`config.mk`:
```
export PLATFORM = sky130hd
export DESIGN_NAME = prgx_bank_xlate
export DESIGN_NICKNAME = d
export VERILOG_FILES = /design/src/rtl/prgx_pkg.sv /design/src/rtl/prgx_slot_map.sv /design/src/rtl/prgx_extra_cap.sv /design/src/rtl/prgx_hold.sv /design/src/rtl/prgx_bank_xlate.sv
export SDC_FILE = /design/constraint.sdc
export NUM_CORES = 1
export LEC_CHECK = 0
export ABC_CLOCK_PERIOD_IN_PS = 4300
export CAP_MARGIN = 10
export CORE_MARGIN = 2
export CORE_UTILIZATION = 25
export DETAILED_ROUTE_END_ITERATION = 10
export PLACE_DENSITY = 0.47
export SETUP_SLACK_MARGIN = 0.02
export SYNTH_ARGS = -nofsm -noshare
export SYNTH_HDL_FRONTEND = slang
export SYNTH_SLANG_ARGS = --single-unit
export TNS_END_PERCENT = 50
```
`constraint.sdc`:
```
create_clock -name clk -period 4.3 [get_ports clk]
set_input_delay 0.86 -clock clk [delete_from_list [all_inputs] [get_ports clk]]
set_output_delay 0.86 -clock clk [all_outputs]
set_load 0.01 [all_outputs]
```
`src/rtl/prgx_pkg.sv`:
```
package prgx_pkg;
   localparam int IB_W = 6;   // inner 8 KB bank number width
   localparam int XV_W = 8;   // extra slot register width
   localparam int NSLOT = 4;  // 8 KB slots in 0x8000-0xFFFF
   localparam int NX = 2;     // extra slot registers

   typedef enum logic [2:0] {
      M_INNER64  = 3'd0,
      M_INNER32  = 3'd1,
      M_INNER16  = 3'd2,
      M_MIRROR16 = 3'd3,
      M_SPAN32   = 3'd4
   } mode_e;
endpackage

```
`src/rtl/prgx_slot_map.sv`:
```
module prgx_slot_map
   import prgx_pkg::*;
#(
   parameter int SLOT   = 0,
   parameter int BANK_W = 11
) (
   input  logic [2:0]        mode,
   input  logic [2:0]        hi_bits,
   input  logic [6:0]        grp,
   input  logic [IB_W-1:0]   inner,
   input  logic              xslot_en,
   input  logic [XV_W-1:0]   xval,
   output logic [BANK_W-1:0] bank
);
   localparam logic [1:0] SID = SLOT[1:0];

   logic [9:0]  hib, blk, b16;
   logic [10:0] b;

   assign hib = {hi_bits, 7'd0};
   assign blk = hib | {3'd0, grp[6:5], 5'd0};
   assign b16 = blk | {5'd0, grp[4:0]};

   always_comb begin
      case (mode)
         M_INNER64:  b = {blk, 1'b0} | {5'd0, inner[5:0]};
         M_INNER32:  b = {hib | {3'd0, grp[6:4], 4'd0}, 1'b0} | {6'd0, inner[4:0]};
         M_INNER16:  b = {hib | {3'd0, grp[6:3], 3'd0}, 1'b0} | {7'd0, inner[3:0]};
         M_MIRROR16: b = {b16, SID[0]};
         M_SPAN32:   b = {b16[9:1], SID};
         default:    b = '0;
      endcase
      if (SID[1] && xslot_en && (mode <= M_INNER16))
         b = {3'd0, xval};
   end

   assign bank = BANK_W'(b);
endmodule

```
`src/rtl/prgx_extra_cap.sv`:
```
module prgx_extra_cap
   import prgx_pkg::*;
#(
   parameter bit CHR_RAM_VARIANT = 1'b1
) (
   input  logic                clk,
   input  logic                rst_n,
   input  logic                cpu_wr,
   input  logic [15:0]         cpu_addr,
   input  logic [7:0]          cpu_wdata,
   input  logic                xslot_en,
   input  logic                cmd_ext,
   input  logic [1:0]          cmd_tgt,
   output logic [NX*XV_W-1:0]  xvals,
   output logic                fwd_en,
   output logic [7:0]          fwd_data
);
   logic take;

   assign take   = cpu_wr && (cpu_addr == 16'h8001) && xslot_en && cmd_ext;
   assign fwd_en = cpu_wr && cpu_addr[15] && !take;

   for (genvar k = 0; k < NX; k++) begin : g_xreg
      always_ff @(posedge clk) begin
         if (!rst_n)
            xvals[k*XV_W +: XV_W] <= '1;
         else if (take && (cmd_tgt == 2'(k)))
            xvals[k*XV_W +: XV_W] <= cpu_wdata;
      end
   end

   if (CHR_RAM_VARIANT) begin : g_swap
      always_comb begin
         fwd_data = cpu_wdata;
         if (cpu_addr == 16'h8000 && cpu_wdata[7:1] == 7'h23)
            fwd_data = {cpu_wdata[7:1], ~cpu_wdata[0]};
      end
   end else begin : g_plain
      assign fwd_data = cpu_wdata;
   end
endmodule

```
`src/rtl/prgx_hold.sv`:
```
module prgx_hold #(
   parameter int W = 44
) (
   input  logic         clk,
   input  logic         rst_n,
   input  logic         legal,
   input  logic [W-1:0] live,
   output logic [W-1:0] table_out
);
   logic [W-1:0] held;

   always_ff @(posedge clk) begin
      if (!rst_n)     held <= '0;
      else if (legal) held <= live;
   end

   assign table_out = legal ? live : held;
endmodule

```
`src/rtl/prgx_bank_xlate.sv`:
```
module prgx_bank_xlate
   import prgx_pkg::*;
#(
   parameter bit CHR_RAM_VARIANT = 1'b1,
   parameter int BANK_W          = 11,
   parameter int WRAM_PAGE_W     = 2
) (
   input  logic                     clk,
   input  logic                     rst_n,
   input  logic [15:0]              cpu_addr,
   input  logic                     cpu_wr,
   input  logic [7:0]               cpu_wdata,
   input  logic [2:0]               ob_mode,
   input  logic                     ob_hi0,
   input  logic                     ob_hi1,
   input  logic                     ob_hi2,
   input  logic [6:0]               ob_grp,
   input  logic                     ob_xslot_en,
   input  logic                     cmd_ext,
   input  logic [1:0]               cmd_tgt,
   input  logic [4*6-1:0]           inner_banks,
   input  logic [WRAM_PAGE_W-1:0]   ram_ctrl,
   output logic [BANK_W-1:0]        prg_bank,
   output logic [BANK_W+12:0]       prg_addr,
   output logic                     prg_ce,
   output logic                     wram_ce,
   output logic [WRAM_PAGE_W+12:0]  wram_addr,
   output logic                     inner_wr_en,
   output logic [7:0]               inner_wr_data
);
   localparam int TBL_W = NSLOT * BANK_W;

   if (BANK_W < 11) begin : g_bad_bank_w
      $error("BANK_W must hold an 11-bit bank number");
   end
   if (WRAM_PAGE_W < 1 || WRAM_PAGE_W > 8) begin : g_bad_page_w
      $error("WRAM_PAGE_W out of range");
   end

   logic [2:0]           hi_bits;
   logic [NX*XV_W-1:0]   xvals;
   logic [TBL_W-1:0]     live_banks;
   logic [TBL_W-1:0]     slot_banks;
   logic                 mode_legal;
   logic [1:0]           slot_idx;

   if (CHR_RAM_VARIANT) begin : g_hi_ram
      assign hi_bits = {ob_hi2, ob_hi1, ob_hi0};
   end else begin : g_hi_rom
      assign hi_bits = {1'b0, ob_hi1, ob_hi0};
   end

   prgx_extra_cap #(.CHR_RAM_VARIANT(CHR_RAM_VARIANT)) u_cap (
      .clk      (clk),
      .rst_n    (rst_n),
      .cpu_wr   (cpu_wr),
      .cpu_addr (cpu_addr),
      .cpu_wdata(cpu_wdata),
      .xslot_en (ob_xslot_en),
      .cmd_ext  (cmd_ext),
      .cmd_tgt  (cmd_tgt),
      .xvals    (xvals),
      .fwd_en   (inner_wr_en),
      .fwd_data (inner_wr_data)
   );

   for (genvar s = 0; s < NSLOT; s++) begin : g_slot
      prgx_slot_map #(.SLOT(s), .BANK_W(BANK_W)) u_map (
         .mode    (ob_mode),
         .hi_bits (hi_bits),
         .grp     (ob_grp),
         .inner   (inner_banks[s*IB_W +: IB_W]),
         .xslot_en(ob_xslot_en),
         .xval    (xvals[(s%NX)*XV_W +: XV_W]),
         .bank    (live_banks[s*BANK_W +: BANK_W])
      );
   end

   assign mode_legal = (ob_mode <= 3'd4);

   prgx_hold #(.W(TBL_W)) u_hold (
      .clk      (clk),
      .rst_n    (rst_n),
      .legal    (mode_legal),
      .live     (live_banks),
      .table_out(slot_banks)
   );

   assign slot_idx  = cpu_addr[14:13];
   assign prg_bank  = slot_banks[slot_idx*BANK_W +: BANK_W];
   assign prg_addr  = {prg_bank, cpu_addr[12:0]};
   assign prg_ce    = cpu_addr[15];
   assign wram_ce   = (cpu_addr[15:13] == 3'b011);
   assign wram_addr = {ram_ctrl, cpu_addr[12:0]};
endmodule

```
**Word-level counts from Yosys, hierarchy flattened**

Index checks and enable logic that the tools add are counted.

- Register bits: 60
- Input port bits: 70
- Output and inout bits: 61
- Logic and storage cells: 53

- Equality and inequality tests: 9
- Magnitude comparators: 2
- Multipliers: 1
- Reduce and logical (&&, ||, !) cells: 12
- Shift-type cells: 1
- Bitwise logic cells: 17
- Mux-type cells: 8

Operators with widths:

| cell | number |
|---|---|
| $pmux 11 s5 | 4 |
| $mux 44 | 1 |
| $or 11x4->11 | 4 |
| $or 11x5->11 | 4 |
| $or 11x6->11 | 4 |
| $shiftx 44x7->11 | 1 |
| $eq 16x16->1 const B | 2 |
| $or 10x7->10 | 3 |
| $mux 11 | 2 |
| $or 10x5->10 | 1 |
| $eq 3x2->1 const B | 3 |
| $logic_and 1x1->1 | 9 |
| $eq 7x6->1 const B | 1 |
| $mul 2x4->6 const B | 1 |
| $eq 3x1->1 const B | 1 |
| $eq 3x3->1 const B | 1 |
| $le 3x2->1 const B | 1 |
| $le 3x3->1 const B | 1 |
| $logic_not 3->1 | 1 |
| $eq 2x1->1 const B | 1 |
| $logic_not 2->1 | 1 |
| $logic_not 1->1 | 1 |
| $mux 1 | 1 |
| $not 1->1 | 1 |

**Longest topological paths before layout**

Gate-level depths: netlist of the first run.

- Depth after elaboration: 6
- Gate-level depth with buffers: 9
- Mapped depth without buffers: 5

**Hierarchy**

A second synthesis of the first run with hierarchy kept.

- Cells, all modules: 487
- Area, all modules: 4664.5 um2

Modules (own cells, without submodules):

| module | area each (um2) | cells each | seq. area each (um2) | times used |
|---|---|---|---|---|
| prgx_hold | 1913.1 | 141 | 880.8 | 1 |
| prgx_extra_cap | 962.2 | 111 | 320.3 | 1 |
| prgx_bank_xlate | 586.8 | 55 | 0.0 | 1 |
| prgx_slot_map at g_slot[3].u_map | 415.4 | 65 | 0.0 | 1 |
| prgx_slot_map at g_slot[2].u_map | 350.3 | 47 | 0.0 | 1 |
| prgx_slot_map at g_slot[1].u_map | 232.7 | 36 | 0.0 | 1 |
| prgx_slot_map at g_slot[0].u_map | 203.9 | 32 | 0.0 | 1 |

**Least setup slack after synthesis of the first run**

No wires, ideal clock.

- Path kind: input -> output
- Start: input ob_mode[1]
- End: output prg_bank[4]
- Required time: 3440 ps
- Cell stages on the path: 8
- Path slack: 939 ps
- Path buffers: 4
- Arrival: 2501 ps
- Cells stage by stage: buf_2 > buf_2 > buf_2 > nor2_1 > o311ai_0 > o22ai_1 > a221oi_1 > buf_4

- Word-level cells in the longest chain between the ends: 5
- Elaborated cells on any way between the ends: 16
- Classes of those cells: order compare (2); eq/ne (4); shift (1); mux (7); reduce/logical (2)

RTL lines:

| element | RTL line | text |
|---|---|---|
| start: declaration | prgx_bank_xlate.sv:13 | `input logic [2:0] ob_mode,` |
| $eq 3x3->1, or another cell as far along | prgx_slot_map.sv:25 | `case (mode)` |
| $pmux 11 s5 or $logic_and 1x1->1 (tied branches) | prgx_slot_map.sv:25, prgx_slot_map.sv:33 |  |
| $mux 11 | prgx_slot_map.sv:33 | `if (SID[1] && xslot_en && (mode <= M_INNER16))` |
| $mux 44 * | prgx_hold.sv:17 | `assign table_out = legal ? live : held;` |
| $shiftx 44x7->11 * | prgx_bank_xlate.sv:90 | `assign prg_bank = slot_banks[slot_idx*BANK_W +: BANK_W];` |
| end: declaration | prgx_bank_xlate.sv:23 | `output logic [BANK_W-1:0] prg_bank,` |

Mark *: on every way between the ends. The rest lies on a longest branch, timed or not.

**Worst setup path in the final report of the first run**

Same ends and word-level chain as after synthesis.

==> impl_metrics.csv, run 1 <==
group,metric,value,unit
outcome,status,"complete, no violations",
layout,nFillCells,1508,
logic_synthesis,synth-seq-cells,60,
die,die_y,125,um
grt,antenna_found_initial,0,
power_and_ir_drop,pwr-share-comb,24.5,%
critical_path,r2r-end,"u_hold.held[35]$_SDFF_PN0_",
die,rows,44,
sta,slew_viol_final,0,
worst_hold_path,min_to,"u_hold.held[43]$_SDFF_PN0_",
power_and_ir_drop,internal_power,1.21,mW
critical_path,cp-start-kind,"input pin",
worst_hold_path,hold_start,"u_hold.held[43]$_SDFF_PN0_",
cts,post_cts_buffers,0,
critical_path,worst-endpoint-arrival,3.35,ns
sta,clock.fmax,0.238,GHz
layout,area_growth_syn_to_layout,41.6,%
cts,numClockSinks,60,
power_and_ir_drop,switching_power,496,uW
sta,setup_viol,0,
logic_synthesis,synth_edf_count,0,
power_and_ir_drop,powerDensity,328,mW/mm2
logic_synthesis,synth_cell_types,61,
logic_synthesis,synthCells,458,
layout,multi_input_area,0.00195,mm2
layout,regArea,0.00120,mm2
logic_synthesis,synthArstFlopShare,0,%
route,drc,0,
logic_synthesis,yosys_warnings,0,
sta,period_needed,4.21,ns
die,start_util,25.4,%
layout,postLayoutCellArea,0.00519,mm2
route,drt_first_pass_iters,5,
power_and_ir_drop,switching_share,29.1,%
critical_path,rr_startpoint,"u_cap.xvals[10]$_SDFFE_PN1P_",
power_and_ir_drop,leakage,1.96,nW
critical_path,endpoint_kind,"output pin",
grt,grt_pass1_vias,3638,
critical_path,cp.required,3.44,ns
placed_design,dpl.hpwl,9.15,mm
cts,cts_root_buffer,"clkbuf_16",
logic_synthesis,ys_seq_area_share,32.8,%
critical_path,critPathKind,"in2out",
sta,fin_skew,0.00662,ns
placed_design,post-place-ws,0.121,ns
worst_hold_path,whs_path_depth,2,
layout,final_nets,608,
logic_synthesis,synth_ff_type,"dfxtp_1",
sta,tns,0,ns
cts,cts_buffers,9,
route,drt_iter0_drc,223,
die,die_area,0.0156,mm2
sta,period_share,97.8,%
sta,worstMarginPinSlew,0.887,ns
power_and_ir_drop,p_seq_share,35.2,%
power_and_ir_drop,pwr-share-clk,40.3,%
cts,clkTransAtPathRegs,0.05,ns
placed_design,finalWeightedCongestion,0.818,
layout,num_antenna_cells,0,
job,max-cap-violations,0,
grt,grt_use_total,15.4,%
critical_path,crit_path_max_fanout,27,
grt,grt_overflow_total,0,
grt,grt_pass1_wl,19.5,mm
sta,hold_viol,0,
placed_design,place_area,0.00490,mm2
route,vias,3550,
die,die_w,125,um
die,pin_count,131,
sta,slew_headroom,40.5,%
logic_synthesis,yosysMostFrequentCell,"nand2_1",
sta,setup_slack,0.0949,ns
cts,clk-insertion-delay-late,0.33,ns
route,wl,12.2,mm
critical_path,worstSetupStartpoint,"ob_mode[1]",
logic_synthesis,postSynthAreaPerCell,8.00,um2
worst_hold_path,hp-class,"reg2reg",
logic_synthesis,synth_nets,528,
route,viasPerCell,4.88,
cts,cts_resized,0,
cts,cts_max_level,3,
logic_synthesis,yosysTopAreaCellShare,32.8,%
die,core_area,0.0144,mm2
grt,grt_max_degree,44,
power_and_ir_drop,vdd_drop_max,0.169,mV
layout,layout-drive-gt1-share,10.3,%
logic_synthesis,syn_area,0.00367,mm2
logic_synthesis,synth.area.top_cells,"dfxtp_1, buf_4, nand2_1",
critical_path,reg2regPathDepth,3,
cts,clockBufferDepth,2,
logic_synthesis,yosys.area.top_type,"dfxtp_1",
critical_path,rrSetupSlack,3.06,ns
cts,ctsHoldBuffers,0,
logic_synthesis,synth_common_cells,"nand2_1, dfxtp_1, buf_4, nor2_1, a21oi_1",
route,wl_per_cell,16.7,um
cts,cts_tree,"built",
placed_design,io_buffer_count,126,
sta,rsz0062_at_grt,"no",
route,antenna_left,0,
==> registers in the layout (all words and copies together), names as in the netlist <==
name and cells:
u_hold.held 44, u_cap.xvals 16
==> logic make-up after synthesis <==
kind of cell	after synthesis	share of synthesized area, %
compound gates	113	20.8
xor+xnor	1	0.239
fa+ha+maj	1	0.273
buf+inv	85	14.1
flops	60	32.8
mux	30	8.77
simple gates	168	23.1
==> per-stage QoR <==
stage | hold slack [ns] | total power, mW | util [%] | instances
global placement | 0.438 | 1.03 | 34.0 | 711
detailed placement | 0.447 | 1.03 | 34.0 | 711
CTS | 0.456 | 1.72 | 36.0 | 727
floorplan | 0.433 | 0.836 | - | 458
finish | 0.456 | 1.70 | 36.0 | 727
global route | 0.481 | 1.78 | 36.0 | 727
==> power by group through the flow <==
stage | sequential (mW) | combinational [mW] | clock [mW]
after floorplan | 0.608 | 0.229 | 0
after global placement | 0.610 | 0.416 | 0
after detailed placement | 0.611 | 0.417 | 0
after CTS | 0.599 | 0.420 | 0.706
after global routing | 0.602 | 0.452 | 0.730
final | 0.599 | 0.418 | 0.686
==> layer usage <==
| metal | vias to the layer above | GRT usage (%) | wire [um] |
|---|---|---|---|
| li1 | 1754 | - | - |
| met1 | 1664 | 20.3 | 5610 |
| met2 | 116 | 25.0 | 5770 |
| met3 | 16 | 2.95 | 525 |
| met4 | 0 | 5.42 | 253 |
| met5 | - | 0 | 0 |
==> cells in the final DEF (no fill, tap or decap), types with 3 or more instances in the layout <==
| cell type | count |
|---|---|
| mux2i_1 | 22 |
| nor2_1 | 38 |
| a21oi_1 | 31 |
| nor3_1 | 8 |
| a221o_1 | 6 |
| nor4_4 | 3 |
| clkdlybuf4s50_1 | 126 |
| buf_12 | 6 |
| inv_1 | 4 |
| nand4_1 | 3 |
| buf_4 | 16 |
| a211oi_1 | 5 |
| or2_2 | 3 |
| o31ai_1 | 4 |
| o211ai_1 | 4 |
| nand3_1 | 11 |
| o311ai_0 | 3 |
| a22o_1 | 3 |
| o21ai_0 | 18 |
| mux2_2 | 7 |
| clkbuf_16 | 9 |
| a221oi_1 | 6 |
| nand2_1 | 64 |
| a31oi_1 | 5 |
| dfxtp_1 | 60 |
| nor2b_1 | 4 |
| and2_1 | 17 |
| o22ai_1 | 8 |
| clkinvlp_4 | 3 |
==> worst max-delay path, cell delays in order <==
cell             delay, ns
clkdlybuf4s50_1       0.44
buf_12                0.18
inv_1                 0.08
nor2_1                0.08
o311ai_0              0.45
o22ai_1               0.22
a221oi_1              0.30
buf_4                 0.19
clkdlybuf4s50_1       0.54
==> worst max path at each step <==
stage	to	slack (ns)
6_report	prg_bank[4]	0.09
5_1_grt	prg_bank[4]	0.03
3_5_place_dp	prg_addr[15]	0.12
4_1_cts	prg_bank[4]	0.11
2_1_floorplan	prg_bank[4]	0.94
3_3_place_gp	prg_bank[6]	0.19
==> layout make-up <==
cell class              instances  share of cell area [%]
inverters                       6                   0.434
repair buffers                148                    28.9
flip-flops and latches         60                    23.1
multi-input cells             313                    37.6
clock inverters                 7                    1.16
clock buffers                   9                    4.34
well taps                     184                    4.44
(Power assumes the default switching activity.)
==> inputs of run 2 (changes only) <==
--- a/config.mk
+++ b/config.mk
@@ -10,6 +10,7 @@
 export CORE_MARGIN = 2
 export CORE_UTILIZATION = 25
 export DETAILED_ROUTE_END_ITERATION = 10
+export MAX_ROUTING_LAYER = met4
 export PLACE_DENSITY = 0.47
 export SETUP_SLACK_MARGIN = 0.02
 export SYNTH_ARGS = -nofsm -noshare
==> impl_metrics.csv, run 2 (synthesis gave the netlist of run 1 again) <==
group,metric,value,unit
critical_path,cp-start-kind,"input pin",
critical_path,worst-endpoint-arrival,3.34,ns
layout,postLayoutCellArea,0.00519,mm2
power_and_ir_drop,vdd_drop_max,0.169,mV
route,viasPerCell,4.89,
critical_path,endpoint_kind,"output pin",
die,start_util,25.4,%
critical_path,crit_path_max_fanout,27,
sta,slew_viol_final,0,
sta,rsz0062_at_grt,"no",
critical_path,worstSetupStartpoint,"ob_mode[1]",
layout,largest_reg_flops,44,
grt,grt_max_degree,44,
power_and_ir_drop,leakage,1.96,nW
power_and_ir_drop,p_seq_share,35.2,%
route,wl,12.2,mm
placed_design,place_area,0.00490,mm2
sta,hold_viol,0,
cts,post_cts_buffers,0,
route,vias,3554,
layout,layout-drive-gt1-share,10.3,%
layout,fin_util,36.0,%
critical_path,critPathKind,"in2out",
grt,grt_use_total,15.8,%
layout,largest_registers,"u_hold.held x44, u_cap.xvals x16",
critical_path,cp.required,3.44,ns
power_and_ir_drop,powerDensity,328,mW/mm2
layout,layout_common_cells,"clkdlybuf4s50_1, nand2_1, dfxtp_1",
cts,ctsHoldBuffers,0,
die,pin_count,131,
cts,clk-insertion-delay-late,0.33,ns
critical_path,crit_buf_inv,5,
grt,grt_overflow_total,0,
worst_hold_path,hold_start,"u_hold.held[42]$_SDFF_PN0_",
sta,period_needed,4.20,ns
placed_design,finalWeightedCongestion,0.830,
critical_path,rrSetupSlack,3.06,ns
sta,timing.hold.ws,0.456,ns
route,wl_per_cell,16.7,um
outcome,status,"complete, no violations",
cts,cts_tree,"built",
cts,cts_max_level,3,
cts,cts_buffers,9,
route,drt_iter0_drc,205,
sta,setup_viol,0,
sta,fin_skew,0.00676,ns
placed_design,io_buffer_count,126,
critical_path,path_common_cell,"clkdlybuf4s50_1",
power_and_ir_drop,internal_power,1.21,mW
grt,grt_pass1_wl,19.4,mm
critical_path,crit_slowest_cell,"clkdlybuf4s50_1",
cts,numClockSinks,60,
die,core_area,0.0144,mm2
die,die_area,0.0156,mm2
layout,final_nets,608,
power_and_ir_drop,switching_power,496,uW
power_and_ir_drop,pwr-share-clk,40.3,%
critical_path,rr_startpoint,"u_cap.xvals[10]$_SDFFE_PN1P_",
cts,cts_root_buffer,"clkbuf_16",
worst_hold_path,hp-class,"reg2reg",
layout,nFillCells,1508,
sta,period_share,97.7,%
die,die_y,125,um
layout,final_common_cell,"clkdlybuf4s50_1",
grt,antenna_found_initial,0,
layout,num_antenna_cells,0,
layout,largest-register,"u_hold.held",
grt,grt_pass1_vias,3640,
cts,clkTransAtPathRegs,0.05,ns
sta,clock.fmax,0.238,GHz
die,die_w,125,um
route,antenna_left,0,
job,max-cap-violations,0,
critical_path,cp_cell_sequence,"clkdlybuf4s50_1, buf_12, inv_1, nor2_1, o311ai_0, o22ai_1, a221oi_1, buf_4, clkdlybuf4s50_1",
cts,cts_resized,0,
die,rows,44,
power_and_ir_drop,total_power,1.70,mW
sta,slew_headroom,39.8,%
power_and_ir_drop,switching_share,29.1,%
sta,worstMarginPinSlew,0.897,ns
route,drc,0,
critical_path,critPathMaxStageDelay,0.54,ns
power_and_ir_drop,pwr-share-comb,24.6,%
placed_design,dpl.hpwl,9.15,mm
cts,clockBufferDepth,2,
critical_path,critPathTopFamily,"buffers and inverters",
layout,area_growth_syn_to_layout,41.6,%
route,drt_first_pass_iters,5,
sta,tns,0,ns
-- run 2: cell counts in the layout (fill, tap and decap cells not counted) --
No cell type changed its count.
-- run 2: through the flow --
stage          setup slack, ns  cells
3_3_place_gp             0.187    711
6_report                0.0972    727
3_5_place_dp             0.121    711
4_1_cts                  0.111    727
5_1_grt                 0.0348    727
2_1_floorplan            0.939    458
-- run 2: path summary, 6_finish.rpt --
path | to | depth (start not counted)
worst max-delay path | prg_bank[4] | 9
worst max register to register | u_hold.held[35]$_SDFF_PN0_ | 3
worst min-delay path | u_hold.held[42]$_SDFF_PN0_ | 2
worst min register to register | u_hold.held[42]$_SDFF_PN0_ | 2
-- run 2: area by class of cell --
cell class	instances	area, um2	share of cell area (%)
repair buffers	148	1500	28.9
inverters	6	22.5	0.434
flip-flops and latches	60	1200	23.1
well taps	184	230	4.44
clock buffers	9	225	4.34
multi-input cells	313	1950	37.6
clock inverters	7	60.1	1.16
-- run 2: worst register-to-register path, stage by stage, from the launching register on --
cell and delay [ns]:
dfxtp_1 0.31, mux2_2 0.30, o311ai_0 0.43, nor2_1 0.07
-- run 2: power by group through the flow --
stage	Sequential, mW	Clock (mW)	Combinational (mW)
floorplan	0.608	0	0.229
global placement	0.610	0	0.416
detailed placement	0.611	0	0.417
CTS	0.599	0.706	0.420
global route	0.602	0.730	0.451
finish	0.599	0.686	0.418
-- run 2: per-layer routing --
| layer | vias to the layer above | global-route usage, % | routed length (um) |
|---|---|---|---|
| li1 | 1752 | - | - |
| met2 | 124 | 25.1 | 5760 |
| met4 | 0 | 5.42 | 251 |
| met5 | - | - | 0 |
| met3 | 17 | 2.78 | 540 |
| met1 | 1661 | 20.3 | 5610 |
